File: config.mk
export PLATFORM = sky130hd
export DESIGN_NAME = ctl_reg_bank
export DESIGN_NICKNAME = d
export VERILOG_FILES = /design/src/rtl/ctl_reg_pkg.sv /design/src/rtl/ctl_status_regs.sv /design/src/rtl/ctl_sp_bank.sv /design/src/rtl/ctl_slot_store.sv /design/src/rtl/ctl_reg_bank.sv
export SDC_FILE = /design/constraint.sdc
export NUM_CORES = 1
export LEC_CHECK = 0
export BUFFER_PORTS_ARGS = -buffer_cell sky130_fd_sc_hd__buf_2
export CELL_PAD_IN_SITES_DETAIL_PLACEMENT = 0
export CELL_PAD_IN_SITES_GLOBAL_PLACEMENT = 1
export CORE_MARGIN = 2
export CORE_UTILIZATION = 40
export DETAILED_ROUTE_END_ITERATION = 6
export HOLD_SLACK_MARGIN = 0.02
export PLACE_DENSITY_LB_ADDON = 0.1
export SYNTH_ARGS = -nofsm -noshare
export SYNTH_HDL_FRONTEND = slang
export SYNTH_SLANG_ARGS = --single-unit
File: constraint.sdc
create_clock -name clk -period 2.8 [get_ports clk]
set_clock_uncertainty 0.15 [all_clocks]
set_input_delay 0.56 -clock clk [delete_from_list [all_inputs] [get_ports clk]]
set_output_delay 0.56 -clock clk [all_outputs]
set_load 0.01 [all_outputs]
File: src/rtl/ctl_reg_pkg.sv
package ctl_reg_pkg;
   localparam int CR_STAT   = 0;
   localparam int CR_COND   = 1;
   localparam int CR_ISP    = 2;
   localparam int CR_USP    = 3;
   localparam int CR_SLOT0  = 4;
   localparam int CR_NSLOT  = 2;
   localparam int CR_BPC    = 6;
   localparam int CR_BBSTAT = 7;
   localparam int CR_BBPC   = 8;
   localparam logic [7:0] STAT_RD_MASK = 8'hC0;
   localparam logic [7:0] SAVE_RD_MASK = 8'hC1;
   localparam int MODE_BIT = 7;
endpackage

File: src/rtl/ctl_status_regs.sv
module ctl_status_regs
   import ctl_reg_pkg::*;
#(
   parameter int XLEN = 32
) (
   input  logic            clk,
   input  logic            rst_n,
   input  logic            stat_we,
   input  logic            cond_we,
   input  logic            bbs_we,
   input  logic [XLEN-1:0] wdata,
   output logic [7:0]      stat_q,
   output logic [7:0]      bbstat_q,
   output logic            cond_q,
   output logic [XLEN-1:0] stat_rd
);
   logic [7:0] bstat_q;

   always_ff @(posedge clk) begin
      if (!rst_n) begin
         stat_q   <= '0;
         bstat_q  <= '0;
         bbstat_q <= '0;
         cond_q   <= 1'b0;
      end else begin
         if (stat_we) begin
            stat_q  <= wdata[7:0];
            bstat_q <= wdata[15:8];
         end
         if (stat_we || cond_we) cond_q <= wdata[0];
         if (bbs_we) bbstat_q <= wdata[7:0];
      end
   end

   always_comb begin
      stat_rd        = '0;
      stat_rd[15:8]  = bstat_q & SAVE_RD_MASK;
      stat_rd[7:0]   = (stat_q & STAT_RD_MASK) | {7'd0, cond_q};
   end


   cond_follow_chk: assert property (@(posedge clk) disable iff (!rst_n)
      (stat_we || cond_we) |=> cond_q == $past(wdata[0]));


   stat_load_chk: assert property (@(posedge clk) disable iff (!rst_n)
      stat_we |=> stat_rd[15:8] == ($past(wdata[15:8]) & SAVE_RD_MASK));
endmodule

File: src/rtl/ctl_sp_bank.sv
module ctl_sp_bank #(
   parameter int XLEN = 32
) (
   input  logic            clk,
   input  logic            rst_n,
   input  logic            mode_q,
   input  logic            stat_we,
   input  logic            new_mode,
   input  logic            isp_we,
   input  logic            usp_we,
   input  logic [XLEN-1:0] wdata,
   input  logic            gr_we,
   input  logic [XLEN-1:0] gr_data,
   output logic [XLEN-1:0] live_q,
   output logic [XLEN-1:0] isp_rd,
   output logic [XLEN-1:0] usp_rd
);
   logic [XLEN-1:0] isp_q, usp_q;
   logic            flip, ctl_live_we;

   assign flip        = stat_we && (new_mode != mode_q);
   assign ctl_live_we = (isp_we && !mode_q) || (usp_we && mode_q);

   always_ff @(posedge clk) begin
      if (!rst_n) begin
         live_q <= '0;
         isp_q  <= '0;
         usp_q  <= '0;
      end else if (flip) begin
         if (mode_q) begin
            usp_q  <= live_q;
            live_q <= isp_q;
         end else begin
            isp_q  <= live_q;
            live_q <= usp_q;
         end
      end else begin
         if (ctl_live_we)       live_q <= wdata;
         else if (gr_we)        live_q <= gr_data;
         if (isp_we && mode_q)  isp_q  <= wdata;
         if (usp_we && !mode_q) usp_q  <= wdata;
      end
   end

   assign isp_rd = mode_q ? isp_q : live_q;
   assign usp_rd = mode_q ? live_q : usp_q;


   swap_up_chk: assert property (@(posedge clk) disable iff (!rst_n)
      (stat_we && !mode_q && new_mode) |=>
         (isp_q == $past(live_q)) && (live_q == $past(usp_q)));


   swap_down_chk: assert property (@(posedge clk) disable iff (!rst_n)
      (stat_we && mode_q && !new_mode) |=>
         (usp_q == $past(live_q)) && (live_q == $past(isp_q)));


   gr_write_chk: assert property (@(posedge clk) disable iff (!rst_n)
      (gr_we && !flip && !ctl_live_we) |=> live_q == $past(gr_data));
endmodule

File: src/rtl/ctl_slot_store.sv
module ctl_slot_store #(
   parameter int XLEN  = 32,
   parameter bit CLR0  = 1'b0
) (
   input  logic            clk,
   input  logic            rst_n,
   input  logic            we,
   input  logic [XLEN-1:0] wdata,
   output logic [XLEN-1:0] rd
);
   logic [XLEN-1:0] q;

   always_ff @(posedge clk) begin
      if (!rst_n)  q <= '0;
      else if (we) q <= wdata;
   end

   generate
      if (CLR0) begin : g_clr
         assign rd = {q[XLEN-1:1], 1'b0};
      end else begin : g_raw
         assign rd = q;
      end
   endgenerate


   slot_hold_chk: assert property (@(posedge clk) disable iff (!rst_n)
      !we |=> $stable(q));
endmodule

File: src/rtl/ctl_reg_bank.sv
module ctl_reg_bank
   import ctl_reg_pkg::*;
#(
   parameter int XLEN  = 32,
   parameter int NUM_W = 4
) (
   input  logic             clk,
   input  logic             rst_n,
   input  logic [NUM_W-1:0] cr_rd_num,
   output logic [XLEN-1:0]  cr_rd_data,
   input  logic             cr_wr_en,
   input  logic [NUM_W-1:0] cr_wr_num,
   input  logic [XLEN-1:0]  cr_wr_data,
   output logic [XLEN-1:0]  sp_live,
   input  logic             gr_sp_we,
   input  logic [XLEN-1:0]  gr_sp_data
);
   localparam int NREG = 1 << NUM_W;

   generate
      if (XLEN < 16)     begin : g_bad_xlen $error("XLEN must be at least 16"); end
      if (NREG <= CR_BBPC) begin : g_bad_num $error("NUM_W too small for the map"); end
   endgenerate

   logic [NREG-1:0] wr_hit;
   always_comb begin
      wr_hit = '0;
      if (cr_wr_en) wr_hit[cr_wr_num] = 1'b1;
   end

   logic [7:0]      stat_q, bbstat_q;
   logic            cond_q;
   logic [XLEN-1:0] stat_rd, isp_rd, usp_rd, bpc_rd, bbpc_rd;
   logic [XLEN-1:0] slot_rd [CR_NSLOT];

   ctl_status_regs #(.XLEN(XLEN)) u_stat (
      .clk(clk), .rst_n(rst_n),
      .stat_we(wr_hit[CR_STAT]), .cond_we(wr_hit[CR_COND]), .bbs_we(wr_hit[CR_BBSTAT]),
      .wdata(cr_wr_data), .stat_q(stat_q), .bbstat_q(bbstat_q),
      .cond_q(cond_q), .stat_rd(stat_rd));

   ctl_sp_bank #(.XLEN(XLEN)) u_sp (
      .clk(clk), .rst_n(rst_n), .mode_q(stat_q[MODE_BIT]),
      .stat_we(wr_hit[CR_STAT]), .new_mode(cr_wr_data[MODE_BIT]),
      .isp_we(wr_hit[CR_ISP]), .usp_we(wr_hit[CR_USP]), .wdata(cr_wr_data),
      .gr_we(gr_sp_we), .gr_data(gr_sp_data),
      .live_q(sp_live), .isp_rd(isp_rd), .usp_rd(usp_rd));

   ctl_slot_store #(.XLEN(XLEN), .CLR0(1'b1)) u_bpc (
      .clk(clk), .rst_n(rst_n), .we(wr_hit[CR_BPC]), .wdata(cr_wr_data), .rd(bpc_rd));

   ctl_slot_store #(.XLEN(XLEN), .CLR0(1'b1)) u_bbpc (
      .clk(clk), .rst_n(rst_n), .we(wr_hit[CR_BBPC]), .wdata(cr_wr_data), .rd(bbpc_rd));

   generate
      for (genvar i = 0; i < CR_NSLOT; i++) begin : g_slot
         ctl_slot_store #(.XLEN(XLEN), .CLR0(1'b0)) u_slot (
            .clk(clk), .rst_n(rst_n), .we(wr_hit[CR_SLOT0+i]),
            .wdata(cr_wr_data), .rd(slot_rd[i]));
      end
   endgenerate

   always_comb begin
      cr_rd_data = '0;
      case (int'(cr_rd_num))
         CR_STAT:    cr_rd_data = stat_rd;
         CR_COND:    cr_rd_data = XLEN'(cond_q);
         CR_ISP:     cr_rd_data = isp_rd;
         CR_USP:     cr_rd_data = usp_rd;
         CR_SLOT0:   cr_rd_data = slot_rd[0];
         CR_SLOT0+1: cr_rd_data = slot_rd[1];
         CR_BPC:     cr_rd_data = bpc_rd;
         CR_BBSTAT:  cr_rd_data = XLEN'(bbstat_q & SAVE_RD_MASK);
         CR_BBPC:    cr_rd_data = bbpc_rd;
         default:    cr_rd_data = '0;
      endcase
   end


   unassigned_zero_chk: assert property (@(posedge clk) disable iff (!rst_n)
      (int'(cr_rd_num) > CR_BBPC) |-> cr_rd_data == '0);


   bpc_lsb_chk: assert property (@(posedge clk) disable iff (!rst_n)
      (int'(cr_rd_num) == CR_BPC || int'(cr_rd_num) == CR_BBPC) |-> !cr_rd_data[0]);
endmodule

# Word-level counts from Yosys, hierarchy flattened
# Cells that the tools add are included.
classes:
  order_cmp: 2
  eq_ne: 9
  n_mux: 14
  bitwise: 1
  reduce_logical: 13
op_table:
  columns: ["operator", "count"]
  rows:
  - ["2-to-1 mux 32 bit", 10]
  - ["one-hot mux 32 bit (9 select lines)", 1]
  - ["equality test 4 x 3 -> 1 bit (second input constant)", 4]
  - ["2-to-1 mux 9 bit", 1]
  - ["equality test 4 x 2 -> 1 bit (second input constant)", 2]
  - ["OR 8 x 1 -> 8 bit", 1]
  - ["logical AND 1 bit", 6]
  - ["less-than comparator 4 x 5 -> 1 bit (second input constant)", 1]
  - ["demux 1 bit (select 4 bit)", 1]
  - ["equality test 4 x 1 -> 1 bit (second input constant)", 1]
  - ["equality test 4 bit (second input constant)", 1]
  - ["greater-or-equal comparator 4 x 1 -> 1 bit (second input constant)", 1]
  - ["zero test 4 bit", 1]
  - ["nonzero test 2 bit", 2]
  - ["nonzero test 3 bit", 1]
  - ["logical OR 1 bit", 2]
  - ["zero test 1 bit", 1]
  - ["2-to-1 mux 1 bit", 1]
  - ["!= test 1 bit", 1]
word_totals:
  register_bits: 249
  input_bits: 76
  out_inout_bits: 64

# Longest topological paths before layout
# Gate-level depths: netlist of the first run.
depth:
  ltp_word: 9
  mapped_depth: 8

# Modules after synthesis
# A second synthesis of the first run with hierarchy kept.
hier_totals:
  hier_cells: 1508
  area_unflattened_um2: 14368.8
modules_own_cells:
  columns: ["module", "n_inst", "cells_each", "area_each_um2", "seq_area_each_um2"]
  rows:
  - ["ctl_sp_bank", 1, 737, 6501.2, 1921.8]
  - ["ctl_slot_store (g_slot[0].u_slot ...)", 2, 103, 1243.7, 640.6]
  - ["ctl_slot_store (u_bbpc ...)", 2, 102, 1218.7, 620.6]
  - ["ctl_reg_bank", 1, 265, 1936.9, 0.0]
  - ["ctl_status_regs", 1, 96, 1006.0, 400.4]

# Worst setup path before layout of the first run
# No wires, ideal clock.
synth_path:
  path_type: "input to output"
  from: "in cr_rd_num[0]"
  to: "out cr_rd_data[14]"
  t_arrival_ps: 1776
  required_ps: 2090
  path_slack_ps: 314
  path_stages: 5
  n_path_buf: 1
  cell_sequence: "buf_2 or4b_1 o22ai_1 a221oi_1 a21oi_1"
synth_between:
  elab_chain_len: 2
  word_cells_on_any_way: 10
synth_lines:
  columns: ["element", "line_no", "source"]
  rows:
  - ["from (decl)", "ctl_reg_bank.sv:9", "input logic [NUM_W-1:0] cr_rd_num,"]
  - ["equality test 4 bit (tied with other cells)", "ctl_reg_bank.sv:65", "case (int'(cr_rd_num))"]
  - ["one-hot mux 32 bit (9 select lines) *", "ctl_reg_bank.sv:65", null]
  - ["to (decl)", "ctl_reg_bank.sv:10", "output logic [XLEN-1:0] cr_rd_data,"]
# Mark *: on every way between the ends. The rest lies on a longest branch, timed or not.

# Worst setup path in the final report of the first run
layout_path:
  from: "reg u_stat.stat_q[7]"
  to: "out cr_rd_data[19]"
layout_between:
  elab_chain_len: 2
  word_cells_on_any_way: 3
layout_lines:
  columns: ["element", "line_no", "source"]
  rows:
  - ["from (decl)", "ctl_status_regs.sv:12", "output logic [7:0] stat_q,"]
  - ["from (signal assigned)", "ctl_status_regs.sv:27", "stat_q <= wdata[7:0];"]
  - ["2-to-1 mux 32 bit, on equally long branches", "ctl_sp_bank.sv:46, ctl_sp_bank.sv:45", null]
  - ["one-hot mux 32 bit (9 select lines) *", "ctl_reg_bank.sv:65", null]
# Marks and branches as above.

==> flow_summary.ini, run 1 <==
[logic_synthesis]
synth_top_cell_by_area = dfxtp_1
seq_area_frac_synth_pct = 38.5
synthTopCellsByCount = nand2_1 (424), dfxtp_1 (231), o21ai_0 (149)
ys_top_cells_by_area = dfxtp_1 (39%), nand2_1 (13%), mux2_2 (8.4%)
synth.avg_cell_area_um2 = 8.11
yosys_warnings = 0
yosys.cell_count.top_type = nand2_1
synth_ff_type = dfxtp_1
synth-edff-count = 0
synth_top_area_share_pct = 38.5
synthArstFlopShare_pct = 0
ys_ff_latch = 231
synthCells = 1479
synth_cell_types = 57
synth_area_um2 = 12000
synth_nets = 1555

[placement]
dp_hpwl_um = 27400
portBuffers = 139
place_area_um2 = 13400
place_inst = 1949
gp_congestion = 0.804

[worst_setup_path]
cp.arrival_ns = 2.20
reg2reg_from = u_stat.stat_q[7]
start_kind = flip-flop
cp_max_fo = 6
r2r.worst_path.cells = 7
crit_type = reg -> out
end_kind = output port
r2r_end = u_sp.live_q[19]
cp.required_ns = 2.09
rrSetupSlack_ns = 0.28

[finish]
drive_gt1_share_pct = 25.4
multiInputGateArea_um2 = 6960
area.growth.synth_to_final_pct = 24.5
nFillCells = 2902
stdcell_count = 2028
seq_area_um2 = 4630
final_area_um2 = 14900
fin_util_pct = 50.5
finalNetCount = 1690

[grt]
grt_start_max_net_pins = 63
grt_pass1_wl_um = 67900
grt_pass1_vias = 10885
track_usage_pct = 28.3
grt_overflow_total = 0
antenna_found_initial = 1

[hold_path]
whs_path_depth = 3
hp-start = cr_wr_data[9]
hp-class = in -> reg
hold_end = u_bbpc.q[9]

[job]
maxCapViolations = 0

[clock_tree]
ctsHoldBuffers = 0
clk_root_buffer_cell = clkbuf_16
clockBufferDepth = 3
cts_tree = done
cts_buffers = 28
clk_pin_slew_ns = 0.06
clock_sinks = 231
htree_num_levels = 1
clk_latency_ns = 0.55

[route]
route.detailed.drc = 0
met3_length_um = 2920
route.top_layer_used = met4
route.met2.wl_um = 20700
ant_nets = 0
met1_length_um = 20400
wire_per_inst_um = 22.3
vias = 11655
first_pass_iters = 6
drt_wl_total_um = 45200
drtIter0Drc = 1003
via_per_inst = 5.75

[timing]
fin_crit_ns = 2.91
worst_slew_pin_slew_ns = 1.03
finalMaxSlewViolations = 0
period_share_pct = 104
max_clock_freq_mhz = 343
fin_ws_ns = -0.114
maxSlewHeadroom_pct = 31.1
finalHoldViolations = 0
setup-violations-final = 27
rsz0062_at_grt = yes

[die]
rows = 63
die_area_um2 = 31400
dieWidth_um = 177
die_h_um = 177
ios = 140
coreArea_um2 = 29600
start_util_pct = 40.6

[outcome]
status = complete, but fails checks
violations = negative setup slack

[power_and_ir_drop]
irDropWorstVdd_mv = 0.515
leakage_nw = 5.70
power_density_nw_per_um2 = 531
-- per-stage QoR --
stage          power, mW  setup slack [ns]  hold WS (ns)  setup TNS, ns
2_1_floorplan       3.91             0.314         0.282              0
3_3_place_gp        4.26            0.0287         0.289              0
3_5_place_dp        4.27           0.00707         0.296              0
4_1_cts             7.96           -0.0916         0.159          -1.77
5_1_grt             8.21            -0.179         0.171          -3.38
6_report            7.93            -0.114         0.172          -1.48
-- how the worst max path moves through the flow --
stage / start / cells past startpoint / end
final: u_stat.stat_q[7] / 6 / cr_rd_data[19]
after global routing: u_stat.stat_q[7] / 6 / cr_rd_data[19]
after CTS: u_stat.stat_q[7] / 7 / cr_rd_data[29]
after detailed placement: cr_rd_num[0] / 6 / cr_rd_data[15]
after global placement: cr_rd_num[0] / 6 / cr_rd_data[14]
after floorplan: cr_rd_num[0] / 5 / cr_rd_data[14]
-- metal layers --
layer / GRT usage [%] / up-vias
li1: - / 5529
met2: 45.3 / 394
met4: 8.40 / 0
met1: 39.4 / 5658
met3: 4.06 / 74
met5: 0 / -
-- cell families (layout without fill, tap and decap cells) --
family                    Yosys count  in the layout  share of synthesized area, %
muxes                             138            138                          12.4
AOI/OAI and AO/OA                 474            474                          25.9
other                               0              3                             0
DFF                               231            231                          38.5
xor gates and xnor gates            2              2                         0.302
and+or+nand+nor                   491            491                          17.1
buffers and inverters             143            299                          5.69
-- what timing repair did --
item / in CTS / in global routing
buffers inserted: 9 / 12
gates cloned: 4 / 1
pin swaps: 19 / 30
gates resized for setup: 30 / 32
endpoints found under the hold margin: 0 / 0
setup endpoints to repair: 31 / 32
-- cells in the final DEF, fill, tap and decap left out, drive strengths merged, types with 3 or more instances in the layout --
cell type,instances
inv,5
nor3b,6
clkbuf,48
diode,3
a221oi,5
and2,7
a32oi,4
a21o,3
nand3b,3
nand3,7
and3b,3
nand4,4
a21oi,45
mux2i,49
o22ai,3
a22oi,12
o31ai,4
nand2,424
a21boi,133
nor3,6
buf,241
dfxtp,231
a31oi,66
mux2,89
o21ai,149
nor2,8
a22o,3
a222oi,38
o2bb2ai,3
nor2b,10
-- flip-flops by register name (all words and copies together) (netlist names) --
| name | count |
|---|---|
| u_sp.isp_q | 32 |
| u_stat.stat_q | 2 |
| g_slot.u_slot.rd | 64 |
| u_bbpc.q | 31 |
| u_bpc.q | 31 |
| u_stat.bstat_q | 3 |
| u_sp.live_q | 32 |
| u_stat.cond_q | 1 |
| u_stat.bbstat_q | 3 |
| u_sp.usp_q | 32 |
-- critical path, stage by stage, from the launching register on --
cell and delay, ns:
dfxtp_4 0.38, buf_12 0.14, bufbuf_16 0.27, mux2_2 0.35
a22oi_1 0.16, a31oi_1 0.16, buf_2 0.20
-- layout make-up --
class	instances	share of cell area, %
timing repair buffer	244	12.7
tap	390	3.27
antenna	3	0.0503
inverter	4	0.101
clock inverter	4	0.327
multi-input combinational	1105	46.6
clock buffer	47	5.91
sequential	231	31.0
-- report_power, final --
group	internal, mW	leakage [nW]	switching, mW
Sequential	3.36	1.87	0.0650
Clock	2.22	0.459	1.46
Combinational	0.339	3.37	0.478
Total	5.92	5.70	2.01
No activity file was read; power rests on OpenSTA's default activity.
==> inputs of run 2 (changes only) <==
--- a/config.mk
+++ b/config.mk
@@ -15,4 +15,5 @@
 export PLACE_DENSITY_LB_ADDON = 0.1
 export SYNTH_ARGS = -nofsm -noshare
 export SYNTH_HDL_FRONTEND = slang
+export SYNTH_HIERARCHICAL = 1
 export SYNTH_SLANG_ARGS = --single-unit
==> run 2 against run 1 <==
Compared with the run above:
- the run still ends with negative setup slack left
- worst setup slack got worse by 0.15 ns
- core utilization decreased by 0.41 points
- synthesized cell count decreased by 0.27%
- hold slack got worse by 0.050 ns
- sequential power about the same
- fmax decreased by 4.8%
- cell count increased by 3.7%
- non-clock buffer count increased by 36
- total power increased by 4.6%
- first-iteration DRC count increased by 14%
- critical endpoint is now cr_rd_data[13]
- largest power group unchanged
==> flow_summary.ini, run 2 <==
[worst_setup_path]
end_kind = output port
cp.required_ns = 2.09
reg2reg_from = u_stat/stat_q[7]
cp_max_fo = 6
cp.arrival_ns = 2.35
crit_type = reg -> out
crit_path_start = u_stat/stat_q[7]
start_kind = flip-flop

[power_and_ir_drop]
irDropWorstVdd_mv = 0.416
leakage_nw = 6.03
power_density_nw_per_um2 = 481
total_power_mw = 8.30

[route]
vias = 12428
route.detailed.drc = 0
ant_nets = 0
route.met2.wl_um = 22200
met1_length_um = 25200
wire_per_inst_um = 24.7
via_per_inst = 5.91
first_pass_iters = 5
drt_wl_total_um = 51900
route.top_layer_used = met4
met3_length_um = 3970
drtIter0Drc = 1141

[timing]
period_share_pct = 109
fin_ws_ns = -0.259
finalHoldViolations = 0
finalMaxSlewViolations = 0
maxSlewHeadroom_pct = 40.8
setup-violations-final = 32
fin_crit_ns = 3.06
worst_slew_pin_slew_ns = 0.884
max_clock_freq_mhz = 327
worst_hold_slack_ns = 0.122
rsz0062_at_grt = yes

[outcome]
status = complete, but fails checks
violations = negative setup slack

[clock_tree]
clk_latency_ns = 0.55
htree_num_levels = 1
clock_sinks = 231
clk_pin_slew_ns = 0.06
clockBufferDepth = 3
cts_buffers = 29
clk_root_buffer_cell = clkbuf_16
cts_tree = done

[die]
die_area_um2 = 36400
coreArea_um2 = 34500
dieWidth_um = 191
start_util_pct = 40.5
rows = 68
die_h_um = 191
ios = 140

[finish]
nFillCells = 3308
diodes = 0
drive_gt1_share_pct = 28.4
area.growth.synth_to_final_pct = 23.6
final_common_cell = dfxtp_1
largest_reg_flops = 64
fin_util_pct = 50.1
final_cell_mix = dfxtp_1 (230), nor2b_1 (195), mux2i_1 (169), buf_2 (138), nand2_1 (99)
finalNetCount = 1703

[grt]
grt_overflow_total = 0
grt_pass1_wl_um = 76700
grt_start_max_net_pins = 77
grt_pass1_vias = 11616
track_usage_pct = 27.8
antenna_found_initial = 1

[logic_synthesis]
synth_area_um2 = 14000
synthCells = 1475
yosys_warnings = 6
synth.avg_cell_area_um2 = 9.47

[placement]
portBuffers = 139
gp_congestion = 0.832
place_ws_ns = -0.0870
dp_hpwl_um = 34700

[hold_path]
hp-start = gr_sp_data[18]
hp-class = in -> reg

[job]
maxCapViolations = 0
==> run 2: critical path: stages, from the launching register on <==
cell and delay (ns):
dfxtp_4 0.39, buf_8 0.15, buf_12 0.14, mux2_2 0.38, a22o_1 0.23, a221o_1 0.35, buf_2 0.16
==> run 2: area by class of cell <==
class                      count  area, um2  area share, %
inverter                       3       11.3         0.0652
tap                          455        569           3.30
clock buffer                  45        876           5.07
clock inverter                 8       71.3          0.413
timing repair buffer         280       2290           13.2
multi-input combinational   1082       8820           51.1
sequential                   231       4630           26.8
==> run 2: repair_timing <==
action | in CTS | in global routing
gates resized for setup | 115 | 29
endpoints found under the setup margin | 32 | 32
setup buffers | 16 | 7
hold buffers | 0 | 0
cloned | 4 | 0
pin swaps | 46 | 36
==> run 2: where the power goes <==
part | switching, mW | leakage, nW | total [mW] | internal (mW)
sequential | 0.0816 | 1.87 | 3.43 | 3.35
combinational | 0.634 | 3.70 | 1.11 | 0.478
clock | 1.53 | 0.468 | 3.75 | 2.23
==> run 2: path summary, 6_finish.rpt <==
path	end	slack [ns]	depth (start not counted)
min	u_sp/live_q[18]	0.12	3
max	cr_rd_data[13]	-0.26	6
min reg2reg	u_stat/cond_q	0.34	2
max reg2reg	u_sp/live_q[13]	0.52	8
==> run 2: per-stage QoR <==
stage | TNS, ns | instances | instance area [um2]
finish | -4.85 | 2104 | 17300
CTS | -5.93 | 2100 | 17100
detailed placement | -1.10 | 2028 | 15500
floorplan | 0 | 1500 | 14100
global route | -7.09 | 2104 | 17300
global placement | -0.663 | 2028 | 15500
==> run 2: metal layers <==
| layer | vias up | global-route usage [%] |
|---|---|---|
| met5 | - | 0 |
| met4 | 0 | 4.08 |
| met3 | 35 | 5.61 |
| met2 | 435 | 40.9 |
| met1 | 6193 | 42.1 |
| li1 | 5765 | - |
==> inputs of run 3 (changes only) <==
--- a/config.mk
+++ b/config.mk
@@ -5,7 +5,7 @@
 export SDC_FILE = /design/constraint.sdc
 export NUM_CORES = 1
 export LEC_CHECK = 0
-export BUFFER_PORTS_ARGS = -buffer_cell sky130_fd_sc_hd__buf_2
+export BUFFER_PORTS_ARGS = -buffer_cell sky130_fd_sc_hd__clkbuf_2
 export CELL_PAD_IN_SITES_DETAIL_PLACEMENT = 0
 export CELL_PAD_IN_SITES_GLOBAL_PLACEMENT = 1
 export CORE_MARGIN = 2
==> constraint.sdc (replaced) <==
create_clock -name clk -period 3 [get_ports clk]
set_clock_uncertainty 0.15 [all_clocks]
set_input_delay 0.6 -clock clk [delete_from_list [all_inputs] [get_ports clk]]
set_output_delay 0.6 -clock clk [all_outputs]
set_load 0.01 [all_outputs]
==> run 3 against run 2 <==
Compared with the run above:
- highest routed layer is now met5
- global-route usage down 0.61 points
- critical path type unchanged
- sequential share of layout area increased by 0.69 points
- largest cell class unchanged
- the flow still finishes with violations (negative setup slack)
- sequential cell count is the same
==> flow_summary.ini, run 3 (synthesized netlist as in run 2, its figures left out) <==
[timing]
finalHoldViolations = 0
finalMaxSlewViolations = 0
maxSlewHeadroom_pct = 28.6
fin_ws_ns = -0.0697
fin_crit_ns = 3.07
finalSetupTns_ns = -0.739
period_share_pct = 102
worst_slew_pin_slew_ns = 1.07
max_clock_freq_mhz = 326
setup-violations-final = 18
worst_hold_slack_ns = 0.147
rsz0062_at_grt = yes

[finish]
multiInputGateArea_um2 = 8680
stdcell_count = 2081
area.growth.synth_to_final_pct = 20.5
seq_area_um2 = 4630
fin_util_pct = 48.9
final_common_cell = dfxtp_1
largest_reg_flops = 64
diodes = 0
nFillCells = 3278
finalNetCount = 1679
final_cell_mix = dfxtp_1 (230), nor2b_1 (196), mux2i_1 (169), clkbuf_2 (128), nand2_1 (99)
drive_gt1_share_pct = 26.4

[clock_tree]
clk_pin_slew_ns = 0.06
cts_buffers = 29
clockBufferDepth = 3
clk_root_buffer_cell = clkbuf_16
cts_tree = done
htree_num_levels = 1
clock_sinks = 231
clk_latency_ns = 0.57

[grt]
grt_pass1_wl_um = 75300
track_usage_pct = 27.2
grt_overflow_total = 0
grt_start_max_net_pins = 80
grt_pass1_vias = 11554
antenna_found_initial = 1

[power_and_ir_drop]
power_density_nw_per_um2 = 453
leakage_nw = 5.81
irDropWorstVdd_mv = 0.398

[worst_setup_path]
cp.required_ns = 2.25
cp.arrival_ns = 2.32
start_kind = flip-flop
cp_max_fo = 9
crit_type = reg -> out
end_kind = output port

[route]
vias = 12202
drtIter0Drc = 880
route.detailed.drc = 0
wire_per_inst_um = 24.3
ant_nets = 0
via_per_inst = 5.86
drt_wl_total_um = 50500
first_pass_iters = 5

[die]
start_util_pct = 40.5
die_h_um = 191
die_area_um2 = 36400
rows = 68
coreArea_um2 = 34500
dieWidth_um = 191
ios = 140

[hold_path]
hp-class = in -> reg

[outcome]
status = complete, but fails checks
violations = negative setup slack

[placement]
gp_congestion = 0.848
place_inst = 2008
portBuffers = 139
dp_hpwl_um = 34200

[job]
maxCapViolations = 0
==> run 3: cell count changes in the layout (fill, tap and decap cells not counted), sizes merged <==
cell	before	now
clkbuf	45	171
inv	3	4
clkinv	6	9
buf	280	127
==> run 3: routing by layer <==
layer / GRT usage, % / vias to the layer above / wire [um]
met1: 41.1 / 6023 / 24600
met3: 5.36 / 49 / 3910
li1: - / 5723 / -
met5: 0 / - / 50
met2: 40.1 / 405 / 21400
met4: 4.17 / 2 / 571
==> run 3: repair_timing <==
item / in CTS / in global routing
setup buffers: 12 / 5
gates resized for setup: 56 / 51
hold buffers: 0 / 0
pin swaps: 10 / 11
endpoints found under the setup margin: 32 / 29
gates cloned: 1 / 1
==> run 3: layout make-up <==
type | instances | area share [%]
clock buffer | 42 | 4.96
clock inverter | 12 | 0.543
inverter | 3 | 0.0669
multi-input combinational | 1082 | 51.6
sequential | 231 | 27.5
tap | 455 | 3.38
timing repair buffer | 256 | 12.0
==> run 3: stage by stage <==
stage	cell area (um2)	setup WS (ns)	total power, mW
6_report	16800	-0.0697	7.63
5_1_grt	16800	-0.143	7.91
4_1_cts	16600	-0.104	7.68
3_5_place_dp	15300	0.0743	4.20
3_3_place_gp	15300	0.0693	4.20
2_1_floorplan	14100	0.117	3.80
==> run 3: critical path, cell delays in order, from the launching register on <==
cell and delay [ns]:
dfxtp_4 0.38, buf_12 0.16, buf_6 0.16, mux2_2 0.37, a22o_1 0.24, a22oi_2 0.17
a21oi_2 0.09, buf_2 0.20
==> run 3: worst paths after layout <==
path	startpoint	to	slack [ns]	cells past startpoint
worst max-delay path	u_stat/stat_q[7]	cr_rd_data[28]	-0.07	7
worst min register to register	u_stat/cond_q	u_stat/cond_q	0.35	2
worst max register to register	u_stat/stat_q[7]	u_sp/live_q[9]	0.75	10
worst min-delay path	gr_sp_data[19]	u_sp/live_q[19]	0.15	3
==> run 3: where the power goes <==
part / leakage [nW] / internal [mW] / switching (mW) / total (mW)
registers: 1.87 / 3.13 / 0.0772 / 3.21
clock network: 0.463 / 2.01 / 1.43 / 3.43
logic: 3.48 / 0.420 / 0.574 / 0.995
total: 5.81 / 5.55 / 2.08 / 7.63
